[src/rtl/rqgt_pkg.sv]
`timescale 1ns/1ps
package rqgt_pkg;

    typedef enum logic [2:0] {
        PH_IDLE = 3'd0,
        PH_T1   = 3'd1,
        PH_T2   = 3'd2,
        PH_T3   = 3'd3,
        PH_T4   = 3'd4
    } phase_e;

    typedef enum logic [1:0] {
        ST_OWN     = 2'd0,
        ST_HOLD    = 2'd1,
        ST_RECLAIM = 2'd2,
        ST_GAP     = 2'd3
    } hold_st_e;

    // a request seen in idle, T1 or T2 meets the timing rule of the current cycle
    function automatic logic phase_is_early(input phase_e p);
        return (p == PH_IDLE) || (p == PH_T1) || (p == PH_T2);
    endfunction

endpackage

[src/rtl/rqgt_req_latch.sv]
`timescale 1ns/1ps
module rqgt_req_latch
    import rqgt_pkg::*;
#(
    parameter int NLINES = 2
) (
    input  logic              clk,
    input  logic              rst_n,
    input  logic [NLINES-1:0] line_n,
    input  logic [NLINES-1:0] self_drive,
    input  logic [NLINES-1:0] hold_sel,
    input  logic [NLINES-1:0] take,
    input  phase_e            phase,
    output logic [NLINES-1:0] pend,
    output logic [NLINES-1:0] early
);

    typedef struct packed {
        logic [NLINES-1:0] pend;
        logic [NLINES-1:0] early;
    } lat_t;

    lat_t              st_d, st_q;
    logic [NLINES-1:0] seen;

    // a low level counts as a request unless it is our own grant or the owner's release
    for (genvar g = 0; g < NLINES; g++) begin : g_seen
        assign seen[g] = ~line_n[g] & ~self_drive[g] & ~hold_sel[g];
    end

    always_comb begin
        st_d = st_q;
        for (int i = 0; i < NLINES; i++) begin
            if (take[i]) begin
                st_d.pend[i]  = 1'b0;
                st_d.early[i] = 1'b0;
            end else if (seen[i] && !st_q.pend[i]) begin
                st_d.pend[i]  = 1'b1;
                st_d.early[i] = phase_is_early(phase);
            end else if (st_q.pend[i] && phase == PH_T1) begin
                st_d.early[i] = 1'b1;
            end
        end
    end

    always_ff @(posedge clk) begin
        if (!rst_n) begin
            st_q <= '0;
        end else begin
            st_q <= st_d;
        end
    end

    assign pend  = st_q.pend;
    assign early = st_q.early;

endmodule

[src/rtl/rqgt_release_gate.sv]
`timescale 1ns/1ps
module rqgt_release_gate
    import rqgt_pkg::*;
#(
    parameter int NLINES = 2
) (
    input  logic [NLINES-1:0] pend,
    input  logic [NLINES-1:0] early,
    input  phase_e            phase,
    input  logic              low_byte,
    input  logic              inta_first,
    input  logic              locked,
    input  logic              may_grant,
    output logic [NLINES-1:0] grant
);

    logic [NLINES-1:0] pick;
    logic              pick_early;
    logic              t4_ok;
    logic              window_ok;

    always_comb begin
        // lowest index wins
        pick       = pend & NLINES'(~pend + 1'b1);
        pick_early = |(pick & early);
        t4_ok      = (phase == PH_T4) && pick_early && !low_byte && !inta_first;
        window_ok  = (phase == PH_IDLE) || t4_ok;
        grant      = (may_grant && window_ok && !locked) ? pick : '0;
    end

endmodule

[src/rtl/rqgt_hold_fsm.sv]
`timescale 1ns/1ps
module rqgt_hold_fsm
    import rqgt_pkg::*;
#(
    parameter int NLINES = 2
) (
    input  logic              clk,
    input  logic              rst_n,
    input  logic [NLINES-1:0] grant,
    input  logic [NLINES-1:0] line_n,
    output logic [NLINES-1:0] hold_sel,
    output logic              bus_float,
    output logic              resume,
    output logic              may_grant
);

    typedef struct packed {
        hold_st_e          st;
        logic [NLINES-1:0] owner;
    } fsm_t;

    fsm_t fsm_d, fsm_q;

    always_comb begin
        fsm_d = fsm_q;
        unique case (fsm_q.st)
            ST_OWN: begin
                if (|grant) begin
                    fsm_d.st    = ST_HOLD;
                    fsm_d.owner = grant;
                end
            end
            ST_HOLD: begin
                if (|(fsm_q.owner & ~line_n)) begin
                    fsm_d.st = ST_RECLAIM;
                end
            end
            ST_RECLAIM: begin
                fsm_d.st = ST_GAP;
            end
            ST_GAP: begin
                fsm_d.st    = ST_OWN;
                fsm_d.owner = '0;
            end
            default: fsm_d.st = ST_OWN;
        endcase
    end

    always_ff @(posedge clk) begin
        if (!rst_n) begin
            fsm_q <= '{st: ST_OWN, owner: '0};
        end else begin
            fsm_q <= fsm_d;
        end
    end

    assign bus_float = (fsm_q.st == ST_HOLD);
    assign resume    = (fsm_q.st == ST_RECLAIM);
    assign may_grant = (fsm_q.st == ST_OWN);
    assign hold_sel  = (fsm_q.st == ST_HOLD) ? fsm_q.owner : '0;

endmodule

[src/rtl/rqgt_ctrl.sv]
`timescale 1ns/1ps
module rqgt_ctrl
    import rqgt_pkg::*;
#(
    parameter int NLINES = 2
) (
    input  logic              clk,
    input  logic              rst_n,
    input  logic [NLINES-1:0] rg_line_n,
    output logic [NLINES-1:0] rg_pull_low,
    input  logic [2:0]        bus_phase,
    input  logic              low_byte_xfer,
    input  logic              inta_first_cyc,
    input  logic              lock_active,
    output logic              bus_float,
    output logic              resume_t4,
    output logic              lock_n,
    output logic              lock_oe
);

    phase_e            phase;
    logic [NLINES-1:0] pend;
    logic [NLINES-1:0] early;
    logic [NLINES-1:0] grant;
    logic [NLINES-1:0] hold_sel;
    logic              may_grant;

    assign phase = phase_e'(bus_phase);

    rqgt_req_latch #(.NLINES(NLINES)) u_latch (
        .clk        (clk),
        .rst_n      (rst_n),
        .line_n     (rg_line_n),
        .self_drive (grant),
        .hold_sel   (hold_sel),
        .take       (grant),
        .phase      (phase),
        .pend       (pend),
        .early      (early)
    );

    rqgt_release_gate #(.NLINES(NLINES)) u_gate (
        .pend       (pend),
        .early      (early),
        .phase      (phase),
        .low_byte   (low_byte_xfer),
        .inta_first (inta_first_cyc),
        .locked     (lock_active),
        .may_grant  (may_grant),
        .grant      (grant)
    );

    rqgt_hold_fsm #(.NLINES(NLINES)) u_fsm (
        .clk       (clk),
        .rst_n     (rst_n),
        .grant     (grant),
        .line_n    (rg_line_n),
        .hold_sel  (hold_sel),
        .bus_float (bus_float),
        .resume    (resume_t4),
        .may_grant (may_grant)
    );

    assign rg_pull_low = grant;
    assign lock_n      = ~lock_active;
    assign lock_oe     = ~bus_float;

endmodule

[config.mk]
export PLATFORM = sky130hd
export DESIGN_NAME = rqgt_ctrl
export DESIGN_NICKNAME = d
export VERILOG_FILES = /design/src/rtl/rqgt_pkg.sv /design/src/rtl/rqgt_req_latch.sv /design/src/rtl/rqgt_release_gate.sv /design/src/rtl/rqgt_hold_fsm.sv /design/src/rtl/rqgt_ctrl.sv
export SDC_FILE = /design/constraint.sdc
export NUM_CORES = 1
export LEC_CHECK = 0
export BUFFER_PORTS_ARGS = -buffer_cell sky130_fd_sc_hd__buf_2
export CORE_MARGIN = 2
export CORE_UTILIZATION = 40
export DETAILED_ROUTE_END_ITERATION = 8
export PLACE_DENSITY = 0.67
export SLEW_MARGIN = 5
export SYNTH_ARGS = -nofsm -noshare
export SYNTH_HDL_FRONTEND = slang
export SYNTH_HIERARCHICAL = 1
export SYNTH_SLANG_ARGS = --single-unit
[constraint.sdc]
create_clock -name clk -period 5.9 [get_ports clk]
set_input_delay 1.18 -clock clk [delete_from_list [all_inputs] [get_ports clk]]
set_output_delay 1.18 -clock clk [all_outputs]
set_load 0.05 [all_outputs]
==> flow_summary_export.csv <==
group,metric,value,unit
yosys,ys_seq_elements,8,
timing,grt_setup_unrepaired,"no",
cells_and_area,syn_to_final_growth,19.6,%
die,start_util,44.0,%
cells_and_area,antenna_cells,0,
timing,max_clock_freq,237,MHz
placement,port_buffers,15,
critical_path,crit_arrival,3040,ps
cts,cts_hold_buf,0,
critical_path,critPathLaunchType,"primary input",
yosys,synth_area,594,sq um
min_path,hold_start,"u_fsm/fsm_q[0]",
drt,antenna_left,0,
drt,drc,0,
yosys,ys.flop_type,"dfxtp_1",
drt,dr.pass1.iters,2,
timing,maxSlewHeadroom,38.9,%
die,ios,16,
global_route,grt_first_pass_wirelength,1.94,mm
timing,skew,4.86,ps
die,die_w,42.5,um
cts,cts_buffers,3,
drt,vias,483,
cells_and_area,n_fill_cell,136,
critical_path,regToRegEndpoint,"u_fsm/fsm_q[2]",
die,rows,13,
cells_and_area,layout-drive-gt1-share,39.2,%
yosys,ys_types,25,
critical_path,cp.required,4720,ps
cells_and_area,fin_util,52.6,%
timing,final.period_utilization,71.5,%
timing,setup_tns,0,ps
power,finalPower,0.202,mW
global_route,track_usage,14.4,%
drt,viasPerCell,5.14,
drt,drt_iter0_markers,5,
drt,wire_per_inst,12.6,um
die,die_area,1810,sq um
cts,ctsHtreeMaxLevel,1,
placement,dp_cells,91,
timing,final_hold_viol_count,0,
timing,period_needed,4220,ps
cells_and_area,design_area,711,sq um
critical_path,reg2reg_depth,7,
cts,clk_latency,260,ps
critical_path,crit_type,"primary input to primary output",
yosys,synth-edff-count,0,
cts,root_buffer,"clkbuf_4",
global_route,grt_pass1_vias,452,
global_route,grt_max_degree,9,
die,die_h,42.5,um
cts,cts.sinks,8,
yosys,async_flop_share,0,%
yosys,synth_seq_area_share,26.9,%
cts,cts_buffer_depth,2,
placement,routabilityCongestion,0.780,
min_path,min_path_type,"flip-flop to flip-flop",
drt,wl,1.19,mm
yosys,ys_warn_count,6,
cts,cts_tree,"yes",
timing,drv_slew,0,
cts,clk_pin_slew,60,ps
global_route,grt_overflow,0,
critical_path,ff2ff_setup_slack,3310,ps
power,power_density,284,nW/um^2
cells_and_area,final_cells,94,
critical_path,end_kind,"primary output",
global_route,antenna_found_initial,0,
power,p_leak,0.291,nW
yosys,avgSynthCellArea,9.74,sq um
yosys,synthCells,61,
critical_path,cp_max_fo,5,
power,peakVddDrop,0.129,mV
die,core,1350,sq um
critical_path,timing.rr.start,"u_fsm/fsm_q[2]",
timing,finalSetupViolations,0,
status,outcome,"completed",
job,max-cap-violations,0,
cts,post_cts_buffers,0,
cts,cts_resized,0,
yosys,syn_nets,76,
min_path,whs_path_depth,2,
cells_and_area,final_nets,96,
placement,dpl-instance-area,688,sq um
min_path,hold_end,"u_fsm/fsm_q[0]",
timing,worst_pin_slew,911,ps
where the power goes:
part | internal [mW] | switching (mW)
registers | 0.0603 | 0.00688
clock network | 0.0234 | 0.0203
logic | 0.0347 | 0.0562
total | 0.118 | 0.0834
critical path, cell delays in order:
cell and delay [ps]:
buf_2 120, or4b_4 560, a211oi_1 780, buf_2 400
through the flow:
step	setup WS, ps	hold WS (ps)
final	1680	494
after global routing	1610	521
after CTS	1670	492
after detailed placement	1680	484
after global placement	1710	481
after floorplan	1310	462
cell usage after synthesis (all sizes together) (2+ instances only):
library cell  number  area [sq um]
nand2              5          18.8
nor4               2          42.5
nor2b              2          12.5
inv                6          22.5
dfxtp              8           160
nor2               5          18.8
or3b               2          17.5
nand2b             4          25.0
nor3               4          35.0
and2               2          12.5
mux2i              2          20.0
o21ai              3          15.0
ha                 5          62.6
a21boi             2          15.0
state kept, by name, indices dropped and copies added, names as in the netlist:
signal	cells
u_fsm/fsm_q	4
u_latch/early	2
u_latch/pend	2
final cells by class:
cell class                 count  area, sq um  area share, %
clock buffer                   3         22.5           3.17
tap                           15         18.8           2.64
inverter                       6         22.5           3.17
multi-input combinational     47          412           57.9
sequential                     8          160           22.5
timing repair buffer          15         75.1           10.6
cells by family (layout without fill, tap and decap cells):
logic type               after synthesis  in the layout  synth area share [%]
AO/OA/AOI/OAI                          9              9                  13.9
buffers and inverters                  6             24                  3.79
multiplexers                           2              2                  3.37
flip-flops                             8              8                  26.9
AND/OR/NAND/NOR                       31             31                  41.5
adder cells (fa/ha/maj)                5              5                  10.5
metal layers:
layer	up-vias	wire (um)	track usage [%]
li1	251	-	-
met1	219	548	17.3
met2	11	571	23.1
met3	2	62	2.59
met4	0	4	9.38
met5	-	0	0
how the worst max path moves through the flow:
stage | start | endpoint | slack [ps] | cells past startpoint
after CTS | bus_phase[1] | rg_pull_low[0] | 1670 | 4
after global routing | bus_phase[1] | rg_pull_low[0] | 1610 | 4
after global placement | bus_phase[1] | rg_pull_low[0] | 1710 | 4
after detailed placement | bus_phase[1] | rg_pull_low[0] | 1680 | 4
final | bus_phase[1] | rg_pull_low[0] | 1680 | 4
after floorplan | bus_phase[1] | rg_pull_low[0] | 1310 | 2
layout by cell type, fill, tap and decap left out:
master	instances
buf_2	15
inv_1	6
and4bb_2	1
nor3_2	3
and2_1	2
ha_1	5
and2b_2	1
dfxtp_1	8
nor2_1	5
o21ai_0	1
nor3b_4	1
or4b_4	1
clkbuf_4	3
a211oi_1	1
mux2i_1	2
nor3_1	1
o21ai_1	2
a21oi_1	1
a31oi_2	1
nor4_4	2
nor2b_1	2
nor4bb_1	1
or3b_2	2
nand2b_1	4
nand2_1	5
a2111oi_4	1
a21boi_1	2
Note: power is estimated with default switching activity, not from simulation.
